===== config.mk =====
export PLATFORM = sky130hd
export DESIGN_NAME = isa_io_reader
export DESIGN_NICKNAME = d
export VERILOG_FILES = /design/src/rtl/isa_io_reader.sv
export SDC_FILE = /design/constraint.sdc
export NUM_CORES = 1
export LEC_CHECK = 0
export ABC_AREA = 1
export CAP_MARGIN = 15
export CORE_MARGIN = 2
export CORE_UTILIZATION = 60
export DETAILED_ROUTE_END_ITERATION = 8
export DONT_BUFFER_PORTS = 1
export GPL_TIMING_DRIVEN = 0
export PLACE_DENSITY_LB_ADDON = 0.1
export SLEW_MARGIN = 20
export SYNTH_ARGS = -nofsm -noshare
export SYNTH_HDL_FRONTEND = slang
export SYNTH_SLANG_ARGS = --single-unit

===== constraint.sdc =====
create_clock -name clk -period 3 [get_ports clk]
set_input_delay 0.3 -clock clk [delete_from_list [all_inputs] [get_ports clk]]
set_output_delay 0.3 -clock clk [all_outputs]
set_load 0.1 [all_outputs]

===== src/rtl/isa_io_reader.sv =====
module isa_io_reader #(
  parameter int ADDR_CLKS  = 2,
  parameter int CMD_CLKS   = 3,
  parameter int RECOV_CLKS = 2
) (
  input  logic        clk,
  input  logic        rst_n,
  input  logic        req_start,
  input  logic [15:0] req_addr,
  input  logic        req_dma,
  output logic [15:0] rd_data,
  output logic        rd_done,
  output logic [15:0] isa_sa,
  output logic        isa_bale,
  output logic        isa_aen,
  output logic        isa_ior_n,
  output logic        isa_oe,
  input  logic        isa_iochrdy,
  input  logic        isa_iocs16_n,
  input  logic [15:0] isa_sd
);

  localparam int MAXC  = (ADDR_CLKS > CMD_CLKS) ? ((ADDR_CLKS > RECOV_CLKS) ? ADDR_CLKS : RECOV_CLKS)
                                                : ((CMD_CLKS > RECOV_CLKS) ? CMD_CLKS : RECOV_CLKS);
  localparam int CNT_W = $clog2(MAXC + 1);

  typedef enum logic [2:0] {S_IDLE, S_ADDR, S_CMD, S_WAIT, S_RECOV} phase_t;

  phase_t           st;
  logic [CNT_W-1:0] cnt;
  logic [15:0]      addr_q;
  logic             dma_q;
  logic             oe_q;
  logic             busy;
  logic             in_cmd;
  logic             capture;

  assign busy    = (st != S_IDLE);
  assign in_cmd  = (st == S_CMD) || (st == S_WAIT);
  assign capture = isa_iochrdy && (((st == S_CMD) && (cnt == '0)) || (st == S_WAIT));

  assign isa_oe    = oe_q;
  assign isa_sa    = addr_q;
  assign isa_aen   = dma_q && busy;
  assign isa_bale  = (st == S_ADDR) || (dma_q && busy);
  assign isa_ior_n = !in_cmd;

  always_ff @(posedge clk or negedge rst_n) begin
    if (!rst_n) begin
      st      <= S_IDLE;
      cnt     <= '0;
      addr_q  <= '0;
      dma_q   <= 1'b0;
      rd_data <= '0;
      rd_done <= 1'b0;
      oe_q    <= 1'b0;
    end else begin
      oe_q    <= 1'b1;
      rd_done <= 1'b0;
      if (capture) begin
        rd_data <= isa_iocs16_n ? {8'h00, isa_sd[7:0]} : isa_sd;
        rd_done <= 1'b1;
        cnt     <= CNT_W'(RECOV_CLKS - 1);
        st      <= S_RECOV;
      end else begin
        case (st)
          S_IDLE: if (req_start) begin
            addr_q <= req_addr;
            dma_q  <= req_dma;
            cnt    <= CNT_W'(ADDR_CLKS - 1);
            st     <= S_ADDR;
          end
          S_ADDR: if (cnt == '0) begin
            cnt <= CNT_W'(CMD_CLKS - 1);
            st  <= S_CMD;
          end else cnt <= cnt - 1'b1;
          S_CMD: if (cnt != '0) cnt <= cnt - 1'b1;
                 else st <= S_WAIT;
          S_WAIT: st <= S_WAIT;
          S_RECOV: if (cnt == '0) st <= S_IDLE;
                   else cnt <= cnt - 1'b1;
          default: st <= S_IDLE;
        endcase
      end
    end
  end


  bale_before_cmd_chk: assert property (@(posedge clk) disable iff (!rst_n)
    $fell(isa_ior_n) |-> $past(isa_bale));


  addr_hold_chk: assert property (@(posedge clk) disable iff (!rst_n)
    (!isa_ior_n && !$rose(isa_bale)) |-> $stable(isa_sa));


  dma_bale_chk: assert property (@(posedge clk) disable iff (!rst_n)
    (isa_aen && !isa_ior_n) |-> isa_bale);


  wait_hold_chk: assert property (@(posedge clk) disable iff (!rst_n)
    (!isa_ior_n && !isa_iochrdy) |=> !isa_ior_n);


  done_single_chk: assert property (@(posedge clk) disable iff (!rst_n)
    rd_done |=> !rd_done);


  done_after_cmd_chk: assert property (@(posedge clk) disable iff (!rst_n)
    rd_done |-> (isa_ior_n && $past(!isa_ior_n)));


  narrow_fill_chk: assert property (@(posedge clk) disable iff (!rst_n)
    (rd_done && $past(isa_iocs16_n)) |-> (rd_data[15:8] == 8'h00));

endmodule


==> results.env, run 1 <==
OUTCOME='finished, final reports clean'
CP.ARRIVAL_NS=2.08
SYN_AVG_CELL_AREA_SQ_UM=8.51
GRT_MAX_DEGREE=41
INITIALDRTVIOLATIONCOUNT=83
CLK_PIN_SLEW_NS=0.12
CORE_REGION_AREA_SQ_UM=2760
POST_CTS_RESIZED=0
PLACE.DETAILED.HPWL_MM=2.46
FILLER_CELLS=235
FINAL.PERIOD_UTILIZATION=0.793
MIN_PATH_CELLS=2
ANTENNA_VIOLATING_NETS_POST_ROUTE=0
PLACEMENTROWS=19
SYNTH_SEQUENTIAL_AREA_RATIO=0.577
SYNTHESIS.NETS=244
FLOORPLAN.DIE_AREA_SQ_UM=3340
DR.PASS1.ITERS=6
GRT.MET3_USAGE=0.0647
CLOCK-ROOT-BUFFER='sky130_fd_sc_hd__clkbuf_4'
SYNTHESIS.AREA_SQ_UM=1740
BUFFERS_ON_PORTS=0
WORST-SLEW-PIN-TRANSITION_NS=1.09
TRITONCTS.NUM_BUFFERS=5
NNETSFINAL=253
ENDPOINTS_FAILING_HOLD=0
POSTSYNTH.ASYNCRESETSHARE=1.00
CATEGORY_OF_THE_MOST_CRITICAL_SETUP_PATH='flop to primary output'
REMAINING_DESIGN_RULE_VIOLATION_COUNT=0
CRITPATHLAUNCHTYPE='flop'
ANTENNA_CELLS=0
POSTSYNTH.TOPFLOPCELL='sky130_fd_sc_hd__dfrtp_1'
CAP_VIOL_MAX_COUNT=0
FINALMAXSLEWVIOLATIONS=0
SYNTH.LARGEST_AREA_CELL='sky130_fd_sc_hd__dfrtp_1'
WIRELENGTH_MM=3.43
DIE_HEIGHT_UM=57.8
CTSHTREEMAXLEVEL=2
INITIAL_STANDARD_CELL_UTILIZATION_OF_THE_CORE=0.629
BOUNDARYPINS=75
CLOCK_SINK_COUNT=40
SLEW_HEADROOM=0.273
CTSLONGESTPATHBUFFERS=2
ANTENNA_FOUND_INITIAL=0
SYNTH_SEQ_CELLS=40
WORST_SKEW_PAIR.LATE_LATENCY_NS=0.34
WORST_SETUP_PATH_END_KIND='primary output'
TRITONCTS='built'
GROUTE.USAGE.OVERALL=0.218
TOP_USAGE_LAYER='met2'
FINAL_CORE_UTILIZATION=0.681
PERIOD_NEEDED_NS=2.38
YOSYS_WARNINGS=0
GRT.OVERFLOW.TOTAL=0
SYNTH-EDFF-COUNT=0
TOTALNEGATIVESETUPSLACK_NS=0
GRT_SETUP_UNREPAIRED='no'
GRTUSAGEMET2=0.390
AREA.GROWTH.SYNTH_TO_FINAL_PCT=8.15
SYNTH_TOP_CELLS_BY_COUNT='sky130_fd_sc_hd__nand2_1, sky130_fd_sc_hd__dfrtp_1, sky130_fd_sc_hd__nand3_1'
WORST_R2R_PATH_DEPTH=6
ACHIEVABLE-FREQUENCY_MHz=421
WORST_CLOCK_SKEW_NS=0.0143
VIA_PER_INST=5.39
VIAS_IN_THE_FIRST_GLOBAL_ROUTE=1324
YOSYS.CELL_COUNT.TOP_TYPE='sky130_fd_sc_hd__nand2_1'
FINALSETUPVIOLCOUNT=0
WORST_EP_REQUIRED_TIME_NS=2.70
MIN-DELAY-PATH-CLASS='primary input to flop'
GPL.FINAL_WEIGHTED_CONGESTION=0.721
MAX_FANOUT_ON_CRITICAL_PATH=10
DETAIL_ROUTE.WL_PER_CELL_UM=14.0
SYNTH_AREA_LEADERS='sky130_fd_sc_hd__dfrtp_1, sky130_fd_sc_hd__nand2_1, sky130_fd_sc_hd__nand3_1'
GRT_UTIL_MET1=0.240
DR_TOTAL_VIAS=1320
GRT_PASS1_WL_MM=5.55
POSTSYNTHCELLCOUNT=204
SYNTHDOMINANTCELLAREASHARE=0.577
SHARE_OF_CELLS_ABOVE_DRIVE_STRENGTH_1=0.117
DIE_WIDTH_UM=57.8
UNIQUE_CELL_TYPE_COUNT_IN_THE_YOSYS_NETLIST=26
-- critical path, cell delays in order (launching register included) --
cell and delay [ns]:
sky130_fd_sc_hd__dfrtp_1 0.48, sky130_fd_sc_hd__nor2_2 0.08, sky130_fd_sc_hd__nand2_2 0.10, sky130_fd_sc_hd__inv_4 0.08, sky130_fd_sc_hd__buf_2 0.19, sky130_fd_sc_hd__nor2_2 0.82
-- routing by layer --
metal / share of wire / vias up
met5: 0 / -
met4: 0.0061 / 0
met3: 0.095 / 2
met2: 0.52 / 58
met1: 0.38 / 604
li1: - / 656
-- final timing paths --
| path | startpoint | to | slack (ns) |
|---|---|---|---|
| hold reg to reg | cnt[0] | cnt[0] | 0.50 |
| hold / removal | isa_sd[4] | rd_data[4] | 0.07 |
| setup / recovery | st[2] | isa_aen | 0.62 |
| max in group asynchronous | rst_n | isa_sa[7] | 2.39 |
| min in group asynchronous | rst_n | cnt[0] | 0.41 |
| setup reg to reg | st[1] | st[1] | 1.23 |
-- stage by stage --
stage          setup slack [ns]  std cells  hold slack [ns]  area [sq um]
6_report                  0.622        245           0.0681          1880
5_1_grt                   0.541        245           0.0254          1880
4_1_cts                   0.607        245           0.0512          1880
3_5_place_dp               1.00        235          0.00519          1780
3_3_place_gp              0.534        235          0.00516          1770
2_1_floorplan             0.633        204          0.00441          1740
-- kinds of logic (layout without fill, tap and decap cells) --
logic type | Yosys count | in the layout | synth area share
fa+ha+maj | 2 | 2 | 0.0144
other cells | 1 | 1 | 0.00216
compound gates | 16 | 16 | 0.0505
buf+inv | 21 | 31 | 0.0555
simple gates | 124 | 124 | 0.301
flops | 40 | 40 | 0.577
-- registers in the layout, summed over array words and instances (netlist names) --
register,flops
cnt,2
rd_done,1
isa_oe,1
st,3
dma_q,1
isa_sa,16
rd_data,16
-- cell usage in the layout (no fill, tap or decap), drive strengths merged --
cell type,n
a21oi,3
buf,6
clkbuf,8
clkinv,1
clkinvlp,2
conb,1
dfrtp,40
dlygate4sd3,1
ha,2
inv,13
nand2,92
nand3,22
nand4,1
nor2,8
nor3,1
o21ai,12
o41ai,1
-- area by class of cell --
class / count / area [sq um] / share of cell area
flip-flops and latches: 40 / 1000 / 0.533
clock inverters: 2 / 15.0 / 0.00800
inverters: 14 / 55.1 / 0.0293
multi-input cells: 143 / 644 / 0.343
repair buffers: 2 / 30.0 / 0.0160
well taps: 31 / 38.8 / 0.0207
clock buffers: 6 / 51.3 / 0.0273
plain buffers: 7 / 41.3 / 0.0220
-- timing repair --
action | CTS | global route
hold endpoints to repair | 40 | 0
setup buffers | 0 | 0
hold buffers | 2 | 0
Power of run 1 is not shown: default switching activity piles up to over one toggle a cycle in this logic, so the estimate is an artifact.
==> run 2, diff against run 1 <==
ABC_AREA = 0   (was 1)
clock period = 2.5 ns   (was 3 ns; I/O delays follow)
==> run 2 against run 1 <==
Clock-buffer cell count stayed put. Non-clock buffer count increased by 6. Setup slack worse by 0.093 ns. Via count fell by 18%. Register-to-register slack worse by 0.43 ns. Critical path depth fell by 2. Design area increased by 6.4%. Worst hold slack worse by 0.054 ns. Critical path type unchanged. Global-route usage down 1.7 points. Synthesized area up 2.9%. Largest cell class unchanged.
==> results.env, run 2 <==
OUTCOME='finished, final reports clean'
GROUTE.USAGE.OVERALL=0.200
DR_TOTAL_VIAS=1078
DR.PASS1.ITERS=4
CLOCK_SINK_COUNT=40
SYNTH_SEQUENTIAL_AREA_RATIO=0.561
SYNTHDOMINANTCELLAREASHARE=0.561
FINALSETUPVIOLCOUNT=0
YOSYS_WARNINGS=0
WIRELENGTH_MM=3.14
DETAIL_ROUTE.WL_PER_CELL_UM=16.0
SYNTH.LARGEST_AREA_CELL='sky130_fd_sc_hd__dfrtp_1'
POST-ROUTE-WORST-SETUP-SLACK_NS=0.530
INITIAL_STANDARD_CELL_UTILIZATION_OF_THE_CORE=0.642
GRT_SETUP_UNREPAIRED='no'
FINALMAXSLEWVIOLATIONS=0
NNETSFINAL=204
SYNTH_SEQ_CELLS=40
WORST_HOLD_STARTPOINT='isa_sd[5]'
CLOCK-ROOT-BUFFER='sky130_fd_sc_hd__clkbuf_4'
SHARE_OF_CELLS_ABOVE_DRIVE_STRENGTH_1=0.230
TOTALNEGATIVESETUPSLACK_NS=0
ANTENNA_CELLS=0
POSTSYNTH.TOPFLOPCELL='sky130_fd_sc_hd__dfrtp_1'
CATEGORY_OF_THE_MOST_CRITICAL_SETUP_PATH='flop to primary output'
WORST_SETUP_PATH_STARTPOINT='st[1]'
VIA_PER_INST=5.50
WORST_R2R_PATH_DEPTH=8
FLOORPLAN.DIE_AREA_SQ_UM=3430
MOSTFREQUENTLAYOUTCELLS='sky130_fd_sc_hd__nand2_1, sky130_fd_sc_hd__dfrtp_1, sky130_fd_sc_hd__mux2_4'
GRT_UTIL_MET1=0.266
CTSHTREEMAXLEVEL=2
SYNTH-EDFF-COUNT=0
CAP_VIOL_MAX_COUNT=0
PLACED_AREA_SQ_UM=1830
WORST_SKEW_PAIR.LATE_LATENCY_NS=0.35
SYNTH_TOP_CELLS_BY_COUNT='sky130_fd_sc_hd__nand2_1, sky130_fd_sc_hd__dfrtp_1, sky130_fd_sc_hd__mux2_4'
UNIQUE_CELL_TYPE_COUNT_IN_THE_YOSYS_NETLIST=30
CRITPATHLAUNCHTYPE='flop'
GRT.OVERFLOW.TOTAL=0
ANTENNA_VIOLATING_NETS_POST_ROUTE=0
SYNTH_AREA_LEADERS='sky130_fd_sc_hd__dfrtp_1, sky130_fd_sc_hd__nand2_1, sky130_fd_sc_hd__mux2_4'
TRITONCTS.NUM_BUFFERS=5
WORST_EP_REQUIRED_TIME_NS=2.25
POST_CTS_RESIZED=0
PERIOD_NEEDED_NS=1.97
CTS_SETUP_BUFFERS=0
SLEW_HEADROOM=0.288
DIE_WIDTH_UM=58.6
R2R_START='cnt[0]'
INITIALDRTVIOLATIONCOUNT=25
GRTUSAGEMET2=0.308
SLACK_OF_THE_WORST_REG_TO_REG_PATH_NS=0.80
CP.ARRIVAL_NS=1.72
MOST_COMMON_CELL_AFTER_LAYOUT_FILL_AND_TAPS_ASIDE='sky130_fd_sc_hd__nand2_1'
TOP_USAGE_LAYER='met2'
CTSLONGESTPATHBUFFERS=2
AREA.GROWTH.SYNTH_TO_FINAL_PCT=11.8
BOUNDARYPINS=75
WORST_CLOCK_SKEW_NS=0.0102
YOSYS.CELL_COUNT.TOP_TYPE='sky130_fd_sc_hd__nand2_1'
WORST_SETUP_PATH_END_KIND='primary output'
GRT.MET3_USAGE=0.0769
CLK_PIN_SLEW_NS=0.11
MIN_PATH_CELLS=2
FINISH.INSTANCE_AREA_SQ_UM=2000
DIE_HEIGHT_UM=58.6
REMAINING_DESIGN_RULE_VIOLATION_COUNT=0
VIAS_IN_THE_FIRST_GLOBAL_ROUTE=1058
SYN_AVG_CELL_AREA_SQ_UM=11.9
POSTSYNTH.ASYNCRESETSHARE=1.00
ANTENNA_FOUND_INITIAL=0
MAX_FANOUT_ON_CRITICAL_PATH=10
GRT_MAX_DEGREE=41
TRITONCTS='built'
ENDPOINTS_FAILING_HOLD=0
SYNTHESIS.NETS=190
FINAL.PERIOD_UTILIZATION=0.788
WORST-SLEW-PIN-TRANSITION_NS=1.06
POSTSYNTHCELLCOUNT=150
MIN-DELAY-PATH-CLASS='primary input to flop'
CORE_REGION_AREA_SQ_UM=2780
GRT_PASS1_WL_MM=5.12
PLACE.DETAILED.HPWL_MM=2.27
FINAL_CORE_UTILIZATION=0.718
PLACEMENTROWS=19
SYNTHESIS.AREA_SQ_UM=1790
GPL.FINAL_WEIGHTED_CONGESTION=0.753
ACHIEVABLE-FREQUENCY_MHz=508
DETAILEDPLACE.WORSTSLACK_NS=0.824
CTSHOLDBUFFERS=7
BUFFERS_ON_PORTS=0
==> run 2: changes by cell type in the layout (fill, tap and decap cells not counted), sizes merged, moves of 2 or more <==
| cell | delta |
|---|---|
| nand2 | -50 |
| inv | -10 |
| mux2i | +2 |
| o21ai | -10 |
| buf | +2 |
| nand3b | +9 |
| nor2 | -5 |
| mux2 | +18 |
| clkinvlp | -2 |
| nand3 | -22 |
| dlygate4sd3 | +5 |
| nor2b | +3 |
==> run 2: final cells by class <==
| cell class | instances | area [sq um] |
|---|---|---|
| flip-flops and latches | 40 | 1000 |
| fillers | 203 | 785 |
| multi-input cells | 98 | 683 |
| plain buffers | 8 | 83.8 |
| repair buffers | 7 | 80.1 |
| clock buffers | 6 | 51.3 |
| clock inverters | 2 | 38.8 |
| well taps | 31 | 38.8 |
| inverters | 4 | 20.0 |
==> run 2: layer usage <==
metal  share of wire  vias up
li1                -      521
met1            0.41      497
met2            0.47       54
met3            0.11        6
met4          0.0099        0
met5               0        -
==> run 2: final timing paths <==
| check | end |
|---|---|
| max in group asynchronous | st[1] |
| min reg2reg | st[1] |
| min in group asynchronous | isa_sa[7] |
| max reg2reg | st[2] |
| max | isa_bale |
| min | rd_data[5] |
==> run 2: through the flow <==
step	hold slack, ns	instances
global route	0.000696	196
CTS	0.00144	196
floorplan	-0.0456	150
detailed placement	-0.0448	181
global placement	-0.0448	181
finish	0.0146	196
==> run 2: kinds of logic (layout without fill, tap and decap cells) <==
kind of cell	after synthesis	count (layout)	share of synthesized area
xor gates and xnor gates	1	1	0.00491
muxes	20	20	0.146
other	1	1	0.00210
adders and majority gates	2	2	0.0140
buffers and inverters	12	27	0.0582
DFF	40	40	0.561
AOI/OAI and AO/OA	12	12	0.0456
and+or+nand+nor	62	62	0.169
==> run 2: critical path: stages, from the launching register on <==
cell and delay, ns:
sky130_fd_sc_hd__dfrtp_1 0.45, sky130_fd_sc_hd__buf_4 0.19, sky130_fd_sc_hd__nor2_1 0.17, sky130_fd_sc_hd__mux2_2 0.58
Power of run 2 is left out for the same reason.
